### src/rtl/stdp_pkg.sv
package stdp_pkg;
  typedef enum logic [1:0] {
    ACT_NONE = 2'd0,
    ACT_POT  = 2'd1,
    ACT_DEP  = 2'd2
  } stdp_act_e;
endpackage

### src/rtl/stdp_spike_hold.sv
// Holds a spike seen during the current timestep until the strobe closes it.
module stdp_spike_hold (
  input  logic clk,
  input  logic rst_n,
  input  logic step_i,
  input  logic spike_i,
  output logic seen_o
);
  logic pend_q;

  assign seen_o = pend_q | spike_i;

  always_ff @(posedge clk) begin
    if (!rst_n)      pend_q <= 1'b0;
    else if (step_i) pend_q <= 1'b0;
    else             pend_q <= seen_o;
  end
endmodule

### src/rtl/stdp_since_ctr.sv
// Counts timesteps since this side's last spike; holds once past the window.
module stdp_since_ctr #(
  parameter int CW = 4
) (
  input  logic          clk,
  input  logic          rst_n,
  input  logic          step_i,
  input  logic          own_i,
  input  logic [CW-1:0] win_i,
  output logic [CW-1:0] cnt_o
);
  localparam logic [CW-1:0] CMAX = {CW{1'b1}};

  logic [CW-1:0] cnt_q;
  assign cnt_o = cnt_q;

  always_ff @(posedge clk) begin
    if (!rst_n) begin
      cnt_q <= CMAX;
    end else if (step_i) begin
      if (own_i)               cnt_q <= '0;
      else if (cnt_q <= win_i) cnt_q <= cnt_q + 1'b1;
    end
  end
endmodule

### src/rtl/stdp_pair_judge.sv
// Decides the action for the closing timestep from the held spikes and counters.
module stdp_pair_judge
  import stdp_pkg::*;
#(
  parameter int CW = 4
) (
  input  logic          step_i,
  input  logic          pre_seen_i,
  input  logic          post_seen_i,
  input  logic [CW-1:0] pre_cnt_i,
  input  logic [CW-1:0] post_cnt_i,
  input  logic [CW-1:0] win_i,
  output stdp_act_e     act_o
);
  logic causal_ok, anti_ok;

  assign causal_ok = post_seen_i && !pre_seen_i && (pre_cnt_i <= win_i);
  assign anti_ok   = pre_seen_i && !post_seen_i && (post_cnt_i <= win_i);

  always_comb begin
    act_o = ACT_NONE;
    if (step_i) begin
      if (causal_ok)    act_o = ACT_POT;
      else if (anti_ok) act_o = ACT_DEP;
    end
  end
endmodule

### src/rtl/stdp_weight_reg.sv
// Saturating weight register with a change pulse and direction flag.
module stdp_weight_reg
  import stdp_pkg::*;
#(
  parameter int          WW     = 8,
  parameter int unsigned INIT_W = 128
) (
  input  logic          clk,
  input  logic          rst_n,
  input  stdp_act_e     act_i,
  output logic [WW-1:0] weight_o,
  output logic          valid_o,
  output logic          dir_o
);
  localparam logic [WW-1:0] WMAX   = {WW{1'b1}};
  localparam logic [WW-1:0] INIT_V = INIT_W[WW-1:0];

  logic [WW-1:0] w_q;
  assign weight_o = w_q;

  always_ff @(posedge clk) begin
    if (!rst_n) begin
      w_q     <= INIT_V;
      valid_o <= 1'b0;
      dir_o   <= 1'b0;
    end else begin
      valid_o <= 1'b0;
      case (act_i)
        ACT_POT: if (w_q != WMAX) begin
          w_q     <= w_q + 1'b1;
          valid_o <= 1'b1;
          dir_o   <= 1'b1;
        end
        ACT_DEP: if (w_q != '0) begin
          w_q     <= w_q - 1'b1;
          valid_o <= 1'b1;
          dir_o   <= 1'b0;
        end
        default: ;
      endcase
    end
  end
endmodule

### src/rtl/stdp_rect_updater.sv
module stdp_rect_updater
  import stdp_pkg::*;
#(
  parameter int          CW     = 4,
  parameter int          WW     = 8,
  parameter int unsigned INIT_W = 128
) (
  input  logic          clk,
  input  logic          rst_n,
  input  logic          step_i,
  input  logic          pre_spike_i,
  input  logic          post_spike_i,
  input  logic [CW-1:0] win_len_i,
  output logic [WW-1:0] weight_o,
  output logic          upd_valid_o,
  output logic          upd_dir_o
);
  localparam int              NSIDE = 2;  // index 0 = pre, 1 = post
  localparam logic [CW-1:0]   CMAX  = {CW{1'b1}};

  logic [CW-1:0] win_eff;
  logic [NSIDE-1:0] spike_in, seen;
  logic [CW-1:0] cnt [NSIDE];
  stdp_act_e act;

  // An all-ones window would collide with the "outside" counter value.
  assign win_eff  = (win_len_i == CMAX) ? CMAX - 1'b1 : win_len_i;
  assign spike_in = {post_spike_i, pre_spike_i};

  for (genvar s = 0; s < NSIDE; s++) begin : g_side
    stdp_spike_hold u_hold (
      .clk     (clk),
      .rst_n   (rst_n),
      .step_i  (step_i),
      .spike_i (spike_in[s]),
      .seen_o  (seen[s])
    );
    stdp_since_ctr #(.CW(CW)) u_ctr (
      .clk    (clk),
      .rst_n  (rst_n),
      .step_i (step_i),
      .own_i  (seen[s]),
      .win_i  (win_eff),
      .cnt_o  (cnt[s])
    );
  end

  stdp_pair_judge #(.CW(CW)) u_judge (
    .step_i      (step_i),
    .pre_seen_i  (seen[0]),
    .post_seen_i (seen[1]),
    .pre_cnt_i   (cnt[0]),
    .post_cnt_i  (cnt[1]),
    .win_i       (win_eff),
    .act_o       (act)
  );

  stdp_weight_reg #(.WW(WW), .INIT_W(INIT_W)) u_wreg (
    .clk      (clk),
    .rst_n    (rst_n),
    .act_i    (act),
    .weight_o (weight_o),
    .valid_o  (upd_valid_o),
    .dir_o    (upd_dir_o)
  );
endmodule

### config.mk
export PLATFORM = sky130hd
export DESIGN_NAME = stdp_rect_updater
export DESIGN_NICKNAME = d
export VERILOG_FILES = /design/src/rtl/stdp_pkg.sv /design/src/rtl/stdp_spike_hold.sv /design/src/rtl/stdp_since_ctr.sv /design/src/rtl/stdp_pair_judge.sv /design/src/rtl/stdp_weight_reg.sv /design/src/rtl/stdp_rect_updater.sv
export SDC_FILE = /design/constraint.sdc
export NUM_CORES = 1
export LEC_CHECK = 0
export BUFFER_PORTS_ARGS = -buffer_cell sky130_fd_sc_hd__buf_4
export CORE_MARGIN = 10
export CORE_UTILIZATION = 55
export CTS_CLUSTER_SIZE = 20
export DETAILED_ROUTE_END_ITERATION = 12
export GPL_ROUTABILITY_DRIVEN = 0
export PLACE_DENSITY = 0.77
export SYNTH_ARGS = -nofsm -noshare
export SYNTH_HDL_FRONTEND = slang
export SYNTH_SLANG_ARGS = --single-unit
### constraint.sdc
create_clock -name clk -period 4.7 [get_ports clk]
set_input_delay 0.94 -clock clk [delete_from_list [all_inputs] [get_ports clk]]
set_output_delay 0.94 -clock clk [all_outputs]
set_load 0.1 [all_outputs]
==> results of run 1 <==
metal layers:
metal	GRT usage [%]	wire length (um)	up-vias
met1	17.0	1540	620
li1	-	-	702
met3	3.31	249	4
met2	21.7	1580	37
met5	0	0	-
met4	3.66	27	0
Yosys cell counts, types with 3 or more instances:
cell type,number
o21a_1,4
and2_1,3
nor2_1,13
nand3_1,14
dfxtp_1,20
o21ai_0,9
o211ai_1,3
a21oi_1,11
nand2_1,13
inv_1,18
o2111ai_1,4
ha_1,18
nand2b_1,3
nand4_1,5
nor2b_1,3
power breakdown:
| part | internal (mW) | switching [mW] | total (mW) |
|---|---|---|---|
| combinational | 0.0628 | 0.104 | 0.167 |
| sequential | 0.185 | 0.0185 | 0.204 |
| clock | 0.0863 | 0.0576 | 0.144 |
kinds of logic (layout without fill, tap and decap cells):
group | after synthesis | after routing | synth area share (%)
buffers and inverters | 21 | 45 | 5.52
AND/OR/NAND/NOR | 68 | 68 | 25.8
flip-flops | 20 | 20 | 27.6
adder cells (fa/ha/maj) | 19 | 19 | 16.9
multiplexers | 1 | 1 | 0.776
XOR/XNOR | 2 | 2 | 1.21
AO/OA/AOI/OAI | 46 | 46 | 22.2
critical path: stages:
cell      delay [ns]
buf_4           0.08
inv_1           0.06
o31a_1          0.33
ha_1            0.19
nor2b_1         0.11
o211ai_1        0.10
and4b_1         0.23
o21ai_0         0.21
nand2b_1        0.14
ha_1            0.36
ha_1            0.36
a21o_1          0.23
a31o_1          0.23
or4_1           0.41
a21oi_2         0.14
mux2_1          0.33
registers in the layout (all words and copies together), names as in the netlist:
register              cells
u_wreg.weight_o           8
u_wreg.valid_o            1
g_side.u_ctr.cnt_o        8
u_wreg.dir_o              1
g_side.u_hold.pend_q      2
area by class of cell:
type	instances	area [um2]
sequential	20	400
timing repair buffer	22	165
tap	30	37.5
inverter	19	71.3
clock buffer	3	22.5
fill	206	802
clock inverter	1	30.0
multi-input combinational	136	971
stage by stage:
step	util, %	std cells
5_1_grt	67.9	231
3_3_place_gp	65.8	227
2_1_floorplan	-	177
6_report	67.9	231
4_1_cts	67.9	231
3_5_place_dp	65.8	227
worst paths after layout:
check,cells after the start,slack (ns),start,end
worst min-delay path,2,0.51,u_wreg.dir_o,u_wreg.dir_o
worst min register to register,2,0.51,u_wreg.dir_o,u_wreg.dir_o
worst max register to register,13,0.96,g_side[0].u_ctr.cnt_o[1],u_wreg.weight_o[7]
worst max-delay path,16,0.45,win_len_i[3],u_wreg.weight_o[7]
==> flow_metrics.tcl, run 1 <==
set metrics [dict create \
    area_growth_syn_to_layout_pct 17.0 \
    clk_pin_slew_ns 0.12 \
    grt_pass1_vias 1321 \
    clock_path_buffers 2 \
    hold_class "flip-flop to flip-flop" \
    drv_cap 0 \
    relSlewSlack_pct 69.3 \
    firstDrtPassIters 4 \
    layout-drive-gt1-share_pct 16.4 \
    cts_tree "done" \
    die-area_mm2 0.00509 \
    synth_top_area_cell "dfxtp_1" \
    setup_violations 0 \
    io_pins 19 \
    postCtsHoldBufs 0 \
    final.setup.tns_ns 0 \
    period_share_pct 90.4 \
    hold_viol_final 0 \
    vias_per_cell 5.90 \
    grt_max_degree 14 \
    arrival_ns 4.46 \
    yosysTopAreaCellShare_pct 27.6 \
    finalClockSkew_ns 0.00683 \
    cts_buffers 3 \
    synth_cells 177 \
    rsz0062_at_grt "no" \
    die_w_um 71.4 \
    crit_path_max_fanout 10 \
    die_y_um 71.4 \
    htree_levels 1 \
    min_period_ns 4.25 \
    yosys-top-cells-area "dfxtp_1, ha_1, nand3_1, inv_1, a21oi_1" \
    cts-resized-gates 0 \
    io_buffers 18 \
    synthDistinctLibCells 42 \
    synth_ff_type "dfxtp_1" \
    whs_ns 0.511 \
    drt_iter0_drc 137 \
    ys_ff_latch 20 \
    placedInstanceArea_mm2 0.00165 \
    fin_ws_ns 0.453 \
    worstPathRequired_ns 4.91 \
    synthArstFlopShare_pct 0 \
    synth-seq-area-share_pct 27.6 \
    grt_pass1_wl_um 5850 \
    power.total_mw 0.515 \
    ir_worst_vdd_mv 0.224 \
    max_freq_ghz 0.235 \
    synth-edff-count 0 \
    synthesis.nets 205 \
    syn_avg_cell_area_um2 8.20 \
    yosys_warnings 0 \
    drv_slew 0 \
    clock-sinks 20 \
    synthesis.area_mm2 0.00145 \
    postRouteAntennaNets 0 \
    fin_area_mm2 0.00170 \
    final_common_cell "buf_4" \
    p_per_area_mw_per_mm2 303 \
    endpoint_kind "flip-flop" \
    insertedDiodeCount 0 \
    routed_wl_um 3400 \
    start_kind "input port" \
    cts_root_buf "clkbuf_4" \
    avgRoutedWirePerCell_um 14.7 \
    preCtsSetupSlack_ns 0.141 \
    layout_common_cells "buf_4, dfxtp_1, inv_1, ha_1, nand3_1" \
    gr-usage-all-layers_pct 13.3 \
    initial_utilization_pct 58.1 \
    vias 1363 \
    drc 0 \
    worst_pin_slew_ns 0.459 \
    cts_setup_buffers 0 \
    coreArea_mm2 0.00250 \
    status "finished, final reports clean" \
    worst-setup-path-type "input port to flip-flop" \
    antenna_found_initial 0 \
    grt_overflow_total 0 \
    place_hpwl_um 2700 \
    leakage_nw 0.780 \
    insertion_delay_ns 0.31 \
    nets 230 \
    rows 18 \
]
Power figures use the tool's default switching activity.
==> inputs of run 2 (changes only) <==
--- a/config.mk
+++ b/config.mk
@@ -8,10 +8,12 @@
 export BUFFER_PORTS_ARGS = -buffer_cell sky130_fd_sc_hd__buf_4
 export CORE_MARGIN = 10
 export CORE_UTILIZATION = 55
+export CTS_BUF_LIST = sky130_fd_sc_hd__clkbuf_16
 export CTS_CLUSTER_SIZE = 20
 export DETAILED_ROUTE_END_ITERATION = 12
 export GPL_ROUTABILITY_DRIVEN = 0
 export PLACE_DENSITY = 0.77
+export SKIP_LAST_GASP = 1
 export SYNTH_ARGS = -nofsm -noshare
 export SYNTH_HDL_FRONTEND = slang
 export SYNTH_SLANG_ARGS = --single-unit
==> flow_metrics.tcl, run 2 (synthesized netlist as in run 1, its figures left out) <==
set metrics [dict create \
    status "finished, final reports clean" \
    drc 0 \
    finalClockSkew_ns 0.00227 \
    max_freq_ghz 0.230 \
    coreArea_mm2 0.00250 \
    arrival_ns 4.48 \
    drt_iter0_drc 109 \
    layout-drive-gt1-share_pct 16.4 \
    drv_slew 0 \
    min_from "u_wreg.dir_o" \
    start_kind "input port" \
    clock_path_buffers 2 \
    initial_utilization_pct 58.1 \
    grt_pass1_wl_um 5850 \
    period_share_pct 92.4 \
    worstPathRequired_ns 4.84 \
    crit_path_max_fanout 10 \
    die_w_um 71.4 \
    vias_per_cell 5.98 \
    grt_max_degree 14 \
    regToRegStartpoint "g_side[0].u_ctr.cnt_o[1]" \
    hold_viol_final 0 \
    cts-resized-gates 0 \
    rows 18 \
    layout_common_cells "buf_4, dfxtp_1, inv_1, ha_1, nand3_1" \
    rsz0062_at_grt "no" \
    p_per_area_mw_per_mm2 348 \
    final_common_cell "buf_4" \
    worst_pin_slew_ns 0.440 \
    postCtsHoldBufs 0 \
    die-area_mm2 0.00509 \
    avgRoutedWirePerCell_um 15.2 \
    routed_wl_um 3500 \
    relSlewSlack_pct 70.5 \
    cts_tree "done" \
    fin_util_pct 70.0 \
    grt_pass1_vias 1318 \
    worst-setup-path-type "input port to flip-flop" \
    clk_pin_slew_ns 0.06 \
    nets 230 \
    ir_worst_vdd_mv 0.286 \
    cts_root_buf "clkbuf_16" \
    rrSetupSlack_ns 0.95 \
    vias 1381 \
    antenna_found_initial 0 \
    cts_buffers 3 \
    io_buffers 18 \
    clock-sinks 20 \
    power.total_mw 0.608 \
    min_period_ns 4.34 \
    cts_setup_buffers 0 \
    insertion_delay_ns 0.26 \
    place_hpwl_um 2700 \
    leakage_nw 0.804 \
    hold_class "flip-flop to flip-flop" \
    htree_levels 1 \
    final.setup.tns_ns 0 \
    io_pins 19 \
    setup_violations 0 \
    postRouteAntennaNets 0 \
    endpoint_kind "flip-flop" \
    gr-usage-all-layers_pct 13.4 \
    die_y_um 71.4 \
    drv_cap 0 \
    critPathLaunch "win_len_i[3]" \
    insertedDiodeCount 0 \
    area_growth_syn_to_layout_pct 20.6 \
    firstDrtPassIters 4 \
    grt_overflow_total 0 \
]
## run 2: cell counts in the layout (fill, tap and decap cells not counted)
No cell type changed its count.
## run 2: worst paths after layout
check	depth (start not counted)	to
setup / recovery	16	u_wreg.weight_o[7]
hold / removal	2	u_wreg.dir_o
setup reg to reg	13	u_wreg.weight_o[7]
hold reg to reg	2	u_wreg.dir_o
## run 2: report_power, final
part | total [mW] | internal [mW] | switching (mW) | leakage [nW]
registers | 0.204 | 0.185 | 0.0187 | 0.165
logic | 0.167 | 0.0628 | 0.105 | 0.588
clock network | 0.237 | 0.169 | 0.0677 | 0.0511
## run 2: area by class of cell
type	count	area (um2)
Timing Repair Buffer	22	165
Sequential cell	20	400
Inverter	19	71.3
Fill cell	193	749
Tap cell	30	37.5
Clock inverter	1	30.0
Clock buffer	3	75.1
Multi-Input combinational cell	136	971
## run 2: per-stage QoR
stage,area [um2],hold slack [ns],worst slack (ns),std cells
3_5_place_dp,1650,0.493,0.141,227
6_report,1750,0.497,0.359,231
5_1_grt,1750,0.546,0.0896,231
4_1_cts,1750,0.510,0.372,231
3_3_place_gp,1650,0.475,0.291,227
2_1_floorplan,1450,0.487,0.425,177
## run 2: routing by layer
metal / part of all wire [%] / up-vias / global-route usage, %
met2: 46 / 46 / 21.6
met3: 6.9 / 5 / 3.31
met5: 0 / - / 0
met1: 45 / 629 / 17.0
li1: - / 701 / -
met4: 1.2 / 0 / 4.30
## run 2: critical path, stage by stage
cell,delay (ns)
buf_4,0.08
inv_1,0.07
o31a_1,0.33
ha_1,0.19
nor2b_1,0.11
o211ai_1,0.10
and4b_1,0.23
o21ai_0,0.21
nand2b_1,0.15
ha_1,0.37
ha_1,0.35
a21o_1,0.22
a31o_1,0.23
or4_1,0.43
a21oi_2,0.15
mux2_1,0.33
